===== config.mk =====
export PLATFORM = sky130hd
export DESIGN_NAME = ringq_fifo
export DESIGN_NICKNAME = d
export VERILOG_FILES = /design/src/rtl/ringq_pkg.sv /design/src/rtl/ringq_ctrl.sv /design/src/rtl/ringq_dpath.sv /design/src/rtl/ringq_fifo.sv
export SDC_FILE = /design/constraint.sdc
export NUM_CORES = 1
export LEC_CHECK = 0
export ABC_CLOCK_PERIOD_IN_PS = 7270
export BUFFER_PORTS_ARGS = -buffer_cell sky130_fd_sc_hd__buf_2
export CAP_MARGIN = 20
export CORE_MARGIN = 1.5
export CORE_UTILIZATION = 35
export CTS_CLUSTER_SIZE = 10
export DETAILED_ROUTE_END_ITERATION = 7
export GPL_TIMING_DRIVEN = 0
export PLACE_DENSITY_LB_ADDON = 0.15
export SLEW_MARGIN = 40
export SYNTH_ARGS = -nofsm -noshare
export SYNTH_HDL_FRONTEND = slang
export SYNTH_SLANG_ARGS = --single-unit

===== constraint.sdc =====
create_clock -name clk -period 7.27 [get_ports clk]
set_clock_uncertainty 0.15 [all_clocks]
set_input_delay 1.454 -clock clk [delete_from_list [all_inputs] [get_ports clk]]
set_output_delay 1.454 -clock clk [all_outputs]
set_load 0.01 [all_outputs]

===== src/rtl/ringq_pkg.sv =====
package ringq_pkg;
  // Per-cycle commands from the control to the storage array.
  typedef struct packed {
    logic doWrite;
    logic doRead;
  } ringq_ctl_t;
endpackage


===== src/rtl/ringq_ctrl.sv =====
module ringq_ctrl
  import ringq_pkg::*;
#(
  parameter int DEPTH       = 16,
  parameter int SYNC_STAGES = 2
) (
  input  logic             clk,
  input  logic             clrN,
  input  logic             loadStb,
  input  logic             unloadStb,
  output ringq_ctl_t       ctl,
  output logic [DEPTH-1:0] wrPtr,
  output logic [DEPTH-1:0] rdPtr,
  output logic             full,
  output logic             empty
);
  localparam int TOP = SYNC_STAGES;

  // The load strobe idles low and the unload strobe idles high, so each
  // synchroniser resets to its strobe's idle level.
  logic [TOP:0] ldSync;
  logic [TOP:0] ulSync;

  always_ff @(posedge clk or negedge clrN) begin
    if (!clrN) begin
      ldSync <= '0;
      ulSync <= '1;
    end else begin
      ldSync <= {ldSync[TOP-1:0], loadStb};
      ulSync <= {ulSync[TOP-1:0], unloadStb};
    end
  end

  logic loadEdge, unloadEdge;
  assign loadEdge   = ldSync[TOP] & ~ldSync[TOP-1];
  assign unloadEdge = ~ulSync[TOP] & ulSync[TOP-1];

  // When the pointers are equal, the stored flag tells full from empty.
  logic wasFilled;
  logic ptrEq;
  assign ptrEq = (wrPtr == rdPtr);
  assign full  = ptrEq & wasFilled;
  assign empty = ptrEq & ~wasFilled;

  assign ctl.doWrite = loadEdge & ~full;
  assign ctl.doRead  = unloadEdge & ~empty;

  logic [DEPTH-1:0] wrNext, rdNext;
  assign wrNext = {wrPtr[DEPTH-2:0], wrPtr[DEPTH-1]};
  assign rdNext = {rdPtr[DEPTH-2:0], rdPtr[DEPTH-1]};

  always_ff @(posedge clk or negedge clrN) begin
    if (!clrN) begin
      wrPtr     <= {{(DEPTH-1){1'b0}}, 1'b1};
      rdPtr     <= {{(DEPTH-1){1'b0}}, 1'b1};
      wasFilled <= 1'b0;
    end else begin
      if (ctl.doWrite) wrPtr <= wrNext;
      if (ctl.doRead)  rdPtr <= rdNext;
      // The pointers are one position apart and about to meet.
      if (ctl.doWrite && !ctl.doRead && wrNext == rdPtr)
        wasFilled <= 1'b1;
      else if (ctl.doRead && !ctl.doWrite && rdNext == wrPtr)
        wasFilled <= 1'b0;
    end
  end

  AST_PTR_ONEHOT: assert property (@(posedge clk) disable iff (!clrN)
    ($countones(wrPtr) == 1) && ($countones(rdPtr) == 1));

  AST_NO_WRITE_WHEN_FULL: assert property (@(posedge clk) disable iff (!clrN)
    (loadEdge && full && !unloadEdge) |=> $stable(wrPtr));

  AST_NO_READ_WHEN_EMPTY: assert property (@(posedge clk) disable iff (!clrN)
    (unloadEdge && empty && !loadEdge) |=> $stable(rdPtr));
endmodule


===== src/rtl/ringq_dpath.sv =====
module ringq_dpath
  import ringq_pkg::*;
#(
  parameter int DEPTH = 16,
  parameter int WIDTH = 4
) (
  input  logic             clk,
  input  logic             clrN,
  input  ringq_ctl_t       ctl,
  input  logic [DEPTH-1:0] wrPtr,
  input  logic [DEPTH-1:0] rdPtr,
  input  logic             empty,
  input  logic [WIDTH-1:0] dataIn,
  input  logic             outEn,
  output logic [WIDTH-1:0] dataOut
);
  logic [WIDTH-1:0] mem [DEPTH];

  // Write enables are the one-hot pointer bits, so no address decode.
  always_ff @(posedge clk) begin
    for (int i = 0; i < DEPTH; i++) begin
      if (ctl.doWrite && wrPtr[i]) mem[i] <= dataIn;
    end
  end

  // Read select is an AND-OR over the one-hot read pointer.
  logic [WIDTH-1:0] headWord;
  always_comb begin
    headWord = '0;
    for (int i = 0; i < DEPTH; i++) begin
      headWord = headWord | (mem[i] & {WIDTH{rdPtr[i]}});
    end
  end

  assign dataOut = (outEn && !empty) ? headWord : '0;

  AST_FALL_THROUGH: assert property (@(posedge clk) disable iff (!clrN)
    (empty && ctl.doWrite) |=> (!outEn || dataOut == $past(dataIn)));
endmodule


===== src/rtl/ringq_fifo.sv =====
module ringq_fifo
  import ringq_pkg::*;
#(
  parameter int DEPTH       = 16,
  parameter int WIDTH       = 4,
  parameter int SYNC_STAGES = 2
) (
  input  logic             clk,
  input  logic             clrN,
  input  logic             loadStb,
  input  logic             unloadStb,
  input  logic [WIDTH-1:0] dataIn,
  input  logic             outEn,
  output logic [WIDTH-1:0] dataOut,
  output logic             inReady,
  output logic             outReady
);
  ringq_ctl_t       ctl;
  logic [DEPTH-1:0] wrPtr, rdPtr;
  logic             full, empty;

  ringq_ctrl #(.DEPTH(DEPTH), .SYNC_STAGES(SYNC_STAGES)) u_ctrl (
    .clk(clk), .clrN(clrN), .loadStb(loadStb), .unloadStb(unloadStb),
    .ctl(ctl), .wrPtr(wrPtr), .rdPtr(rdPtr), .full(full), .empty(empty)
  );

  ringq_dpath #(.DEPTH(DEPTH), .WIDTH(WIDTH)) u_dpath (
    .clk(clk), .clrN(clrN), .ctl(ctl), .wrPtr(wrPtr), .rdPtr(rdPtr),
    .empty(empty), .dataIn(dataIn), .outEn(outEn), .dataOut(dataOut)
  );

  // The flags follow the live strobe levels, and the output enable
  // has no part in them.
  assign inReady  = ~full & ~loadStb;
  assign outReady = ~empty & unloadStb;
endmodule


# After elaboration in Yosys (flattened, before gate mapping)
# Memories as Yosys holds them, arrays and structs flattened.
# Cells that the tools add are included.
[word_totals]
regBits = 39
ramBits = 64
inputBits = 9
elab_cells = 114
mem_count = 1
[memory_table]
columns = ["memory", "depth", "word_bits", "rd", "rd_clocked_by_memory_dff", "write_ports", "line_no", "source"]
rows = [
  ["u_dpath.mem", 16, 4, 16, 0, 16, "ringq_dpath.sv:17", "logic [WIDTH-1:0] mem [DEPTH];"],
]
[classes]
n_eq_ne = 3
n_mux = 35
n_bitwise = 45
reduce_logical = 25
[ops]
columns = ["operator", "count"]
rows = [
  ["4-bit bitwise AND", 16],
  ["4-bit OR", 15],
  ["16-bit == test", 3],
  ["1-bit 2-to-1 mux", 34],
  ["1-bit logical AND", 21],
  ["1-bit bitwise AND", 8],
  ["1-bit NOT", 6],
  ["4-bit 2-to-1 mux", 1],
  ["1-bit zero test", 3],
  ["2-bit nonzero test", 1],
]

# Depth between registers and ports, before layout
[logic_depth]
depth_word = 17
depth_mapped = 7
depth_no_buf = 5

# Hierarchy
# A second synthesis with hierarchy kept.
[unflattened]
hier_cells = 273
hier_area_um2 = 4406.7
[modules_own_cells]
columns = ["mod", "instances", "cells_per_inst", "area_each_um2"]
rows = [
  ["ringq_dpath", 1, 122, 2359.8],
  ["ringq_ctrl", 1, 149, 2029.4],
  ["ringq_fifo", 1, 2, 17.5],
]

# Worst setup path after synthesis
# OpenSTA, ideal clock, no wires.
[synth_path]
kind = "input to output"
start = "input outEn"
end = "output dataOut[0]"
arrival_ps = 1836
required_ps = 5666
slack_ps = 3830
cell_stages = 2
path_cell_list = "o21ai_0 -> a31oi_1"
[synth_via]
elab_chain_cells = 2
[synth_rtl]
columns = ["item", "line_no", "source"]
rows = [
  ["start, declared", "ringq_fifo.sv:13", "input logic outEn,"],
  ["1-bit logical AND", "ringq_dpath.sv:35", "assign dataOut = (outEn && !empty) ? headWord : '0;"],
  ["4-bit 2-to-1 mux", "ringq_dpath.sv:35", ""],
  ["end, declared", "ringq_fifo.sv:14", "output logic [WIDTH-1:0] dataOut,"],
]
# Every way passes these cells.

# Worst setup path after layout
[layout_path]
start = "register u_ctrl.rdPtr[0]"
end = "output dataOut[2]"
[layout_via]
elab_chain_cells = 17
elab_cells_between_ends = 21
cone_classes = "1 x eq/ne; 1 x mux; 17 x bitwise; 2 x reduce/logical"
[layout_rtl]
columns = ["item", "line_no", "source"]
rows = [
  ["start, declared", "ringq_ctrl.sv:13", "output logic [DEPTH-1:0] rdPtr,"],
  ["start signal, assigned", "ringq_ctrl.sv:55", "rdPtr <= {{(DEPTH-1){1'b0}}, 1'b1};"],
  ["start signal, assigned", "ringq_ctrl.sv:59", "if (ctl.doRead) rdPtr <= rdNext;"],
  ["4-bit bitwise AND", "ringq_dpath.sv:31", "headWord = headWord | (mem[i] & {WIDTH{rdPtr[i]}});"],
  ["4-bit OR (15 in series)", "ringq_dpath.sv:31", ""],
  ["4-bit 2-to-1 mux *", "ringq_dpath.sv:35", ""],
]
# Every way passes the cells marked *; elsewhere a longest branch is shown, timed or not.

==> impl_summary.txt <==
----------------------------------------------------
[Route]
  Number of DRC violations after detailed routing ... 0
  Final wirelength ... approximately 11,000 µm
  Number of detailed-route iterations in the first pass ... 4
  Post-detailed-route via-to-cell ratio ... slightly below 5
  Antenna Nets Post-Route ... 0
  DR WL/cell ... between 20 and 25 µm
  First-iteration detailed-routing DRC count ... about 120
  Routed vias ... ~2,500

[Flow run]
  Max-cap check violation count ... 0

[Clocking]
  TritonCTS clock tree ... yes
  Clock slew at reported path FFs ... around 0.08 ns
  Number of sinks on the clock net ... about 100
  Worst-case clock buffer depth ... 2
  Number of clock buffers inserted by TritonCTS ... 9
  Deepest level of the CTS H-tree ... 3
  Clock latency on the worst-skew pair ... around 0.35 ns
  Number of buffers added for setup after CTS ... 0
  Library cell used as clock root buffer ... sky130_fd_sc_hd__clkbuf_16
  # resized after CTS ... 0
  Number of buffers inserted by hold repair at cts ... 0

[Die]
  Area of the die ... 13,900 µm²
  Starting utilization of the core area ... about 36%
  Area of the core ... approximately 13,000 µm²
  Height of the die ... roughly 120 µm
  Number of rows in the core area ... slightly above 40
  Count of pins on the block boundary ... 15
  Horizontal die dimension ... about 120 µm

[Critical path]
  Reg-to-reg slack, setup ... between 4 and 5 ns
  Top Family by Delay on Critical Path ... compound AO/OA/AOI/OAI gates
  Most common cell on crit path ... sky130_fd_sc_hd__buf_2
  Reg2reg start ... u_ctrl.rdPtr[0]
  Combined buffer and inverter count along the critical path ... 2
  Worst path arrival time ... approximately 2.8 ns
  CP max stage cell ... sky130_fd_sc_hd__o21ai_1
  Kind of end point of the critical path ... output pin
  Critical path required time ... 5.67 ns
  Cell chain of the critical path ... buf_2, xor2_1, nor4_2, nand4_2, o21ai_1, a31oi_1, buf_2
  Capturing point of the worst reg2reg path ... u_dpath.mem[1][10]
  Stage delay of the slowest cell on the critical path ... 0.59 ns
  Critical Path Fanout Max ... 9
  Critical Path Start Type ... register
  Worst Reg2Reg Path Length in Cells ... 7
  Critical path start-end classification ... reg2out

[Final layout]
  Antenna Diode Count ... 0
  Number of nets in the finished design ... 336
  Layout cells sized above 1 ... around a third
  Leading cell type in the layout, fill and taps excluded ... sky130_fd_sc_hd__edfxtp_1
  Area growth, synth to finish ... 12.2%
  Fillcell total ... 1,194
  Commonest non-fill, non-tap cells in the layout ... 64 x sky130_fd_sc_hd__edfxtp_1, 36 x sky130_fd_sc_hd__xor2_1, 34 x sky130_fd_sc_hd__dfrtp_1
  Final standard cell area without fillers ... 5200 µm²

[STA]
  Max frequency ... 228 MHz
  Fin crit share ... between 60% and 70%
  Setup TNS ... 0 ns
  Fin. max-slew vios ... 0
  Count of endpoints failing hold in the final timing report ... 0
  Final min period ... between 4 and 5 ns
  Setup ws final ... about 2.9 ns
  Unrepaired setup endpoints after global routing ... no
  Minimum hold slack ... 0.207 ns
  Finish-stage setup viols ... 0
  Headroom to the max-slew limit ... 55.4%
  Pin slew with the least headroom to its limit ... between 0.6 and 0.7 ns

[Outcome]
  Run status ... finished, final reports clean

[Logic synthesis]
  Most instantiated flip-flop cell in the synthesis netlist ... sky130_fd_sc_hd__edfxtp_1
  Synthesis Warnings ... 0
  Synthesized instance count ... between 300 and 400
  Area share of the leading cell type in the synthesized netlist ... approximately two fifths
  Count of flip-flops with a built-in enable after synthesis ... 64
  Dominant cells by area after synthesis ... sky130_fd_sc_hd__edfxtp_1 41%, sky130_fd_sc_hd__dfrtp_1 18%, sky130_fd_sc_hd__mux2_4 7.4%, sky130_fd_sc_hd__xor2_1 6.8%, sky130_fd_sc_hd__dfstp_2 2.8%
  Number of register bits inferred by synthesis ... about 100
  Post-synth net total ... 311
  Library cell occupying the most area in the post-synthesis netlist ... sky130_fd_sc_hd__edfxtp_1
  Netlist area before placement ... roughly 4600 µm²
  Yosys cell types ... 36
  Share of flip-flops with an asynchronous set or reset ... about 38%
  Share of synthesized area occupied by flip-flops and latches ... between 60 and 70%
  Synthesized area divided by synthesized cell count ... roughly 15 µm²

[Min path]
  Min-Delay Endpoint ... u_ctrl.ldSync[1]
  Instance count along the most critical hold path ... 0
  Hold wc startpoint ... u_ctrl.ldSync[0]
  Class of the tightest hold or removal check ... reg2reg

[Global routing]
  Total GRT Usage ... between 15 and 20%
  Global-route wire length before repair ... about 17,000 µm
  Number of global-route vias before repair ... between 2,000 and 3,000
  Pin count of the biggest net entering global routing ... 40
  Total grt overflow ... 0
  Initial antenna violation count ... 0

[Power]
  Static leakage power ... 2.24 nW
  Pwr dens ... 218 nW/µm²
  Worst voltage drop across the vdd grid ... about 130 µV
  Total Power ... around 1.1 mW

[Placed design]
  Instance area after placement ... between 4000 and 5000 µm²
  RD Place Congestion ... 0.794
  Pre-CTS setup slack ... roughly 3.3 ns
  Count of port buffers added during placement ... 14
  Post-detailed-placement half-perimeter wirelength ... 7340 µm

----------------------------------------------------
==> stage by stage <==
step           util [%]  std cells
4_1_cts            40.7        504
2_1_floorplan         -        302
5_1_grt            40.7        504
6_report           40.7        504
3_5_place_dp       38.6        488
3_3_place_gp       38.5        488
==> worst max path at each step <==
stage                     cells after the start             from         end
final                                         7  u_ctrl.rdPtr[0]  dataOut[2]
after global routing                          7  u_ctrl.rdPtr[0]  dataOut[1]
after CTS                                     7  u_ctrl.rdPtr[0]  dataOut[2]
after detailed placement                      7  u_ctrl.rdPtr[0]  dataOut[2]
after global placement                        7  u_ctrl.rdPtr[0]  dataOut[2]
after floorplan                               2            outEn  dataOut[0]
==> cells in the mapped netlist, drive strengths merged (2+ instances only) <==
| master | n |
|---|---|
| a22o | 12 |
| dfstp | 5 |
| a21oi | 2 |
| dfrtp | 34 |
| clkbuf | 11 |
| a31oi | 4 |
| buf | 26 |
| and2 | 16 |
| xor2 | 36 |
| edfxtp | 64 |
| nand4 | 5 |
| o21ai | 2 |
| nor4 | 8 |
| a221oi | 12 |
| xnor2 | 12 |
| and3 | 4 |
| mux2 | 32 |
| a22oi | 8 |
==> logic make-up (layout without fill, tap and decap cells) <==
logic type | after synthesis | count (layout) | synth area share [%]
compound gates | 43 | 43 | 7.66
mux | 32 | 32 | 9.63
simple gates | 39 | 39 | 5.96
flops | 103 | 103 | 62.6
buf+inv | 37 | 67 | 5.05
xor+xnor | 48 | 48 | 9.07
==> registers in the layout (all words and copies together) (netlist names) <==
signal / flops
u_ctrl.wasFilled: 1
u_ctrl.rdPtr: 16
u_ctrl.ldSync: 3
u_ctrl.ulSync: 3
u_ctrl.wrPtr: 16
u_dpath.mem: 64
==> cell type report <==
type | instances | area, µm² | area share [%]
Buffer | 37 | 234 | 4.50
Clock buffer | 9 | 225 | 4.33
Clock inverter | 7 | 53.8 | 1.03
Multi-Input combinational cell | 162 | 1500 | 28.8
Sequential cell | 103 | 2900 | 55.8
Tap cell | 172 | 215 | 4.14
Timing Repair Buffer | 14 | 72.6 | 1.39
==> per-layer routing <==
metal | wire length, µm | part of all wire (%) | vias up | track usage (%)
met5 | 0 | 0 | - | 0
met4 | 85 | 0.79 | 0 | 4.12
met3 | 332 | 3.1 | 6 | 3.39
met2 | 5210 | 48 | 38 | 26.0
met1 | 5190 | 48 | 1286 | 23.1
li1 | - | - | 1158 | -
==> power by group <==
part / switching, mW / total [mW] / internal, mW
Combinational: 0.0283 / 0.0434 / 0.0151
Sequential: 0.000719 / 0.626 / 0.626
Clock: 0.227 / 0.464 / 0.237
Total: 0.256 / 1.13 / 0.878
Power figures use the tool's default switching activity.
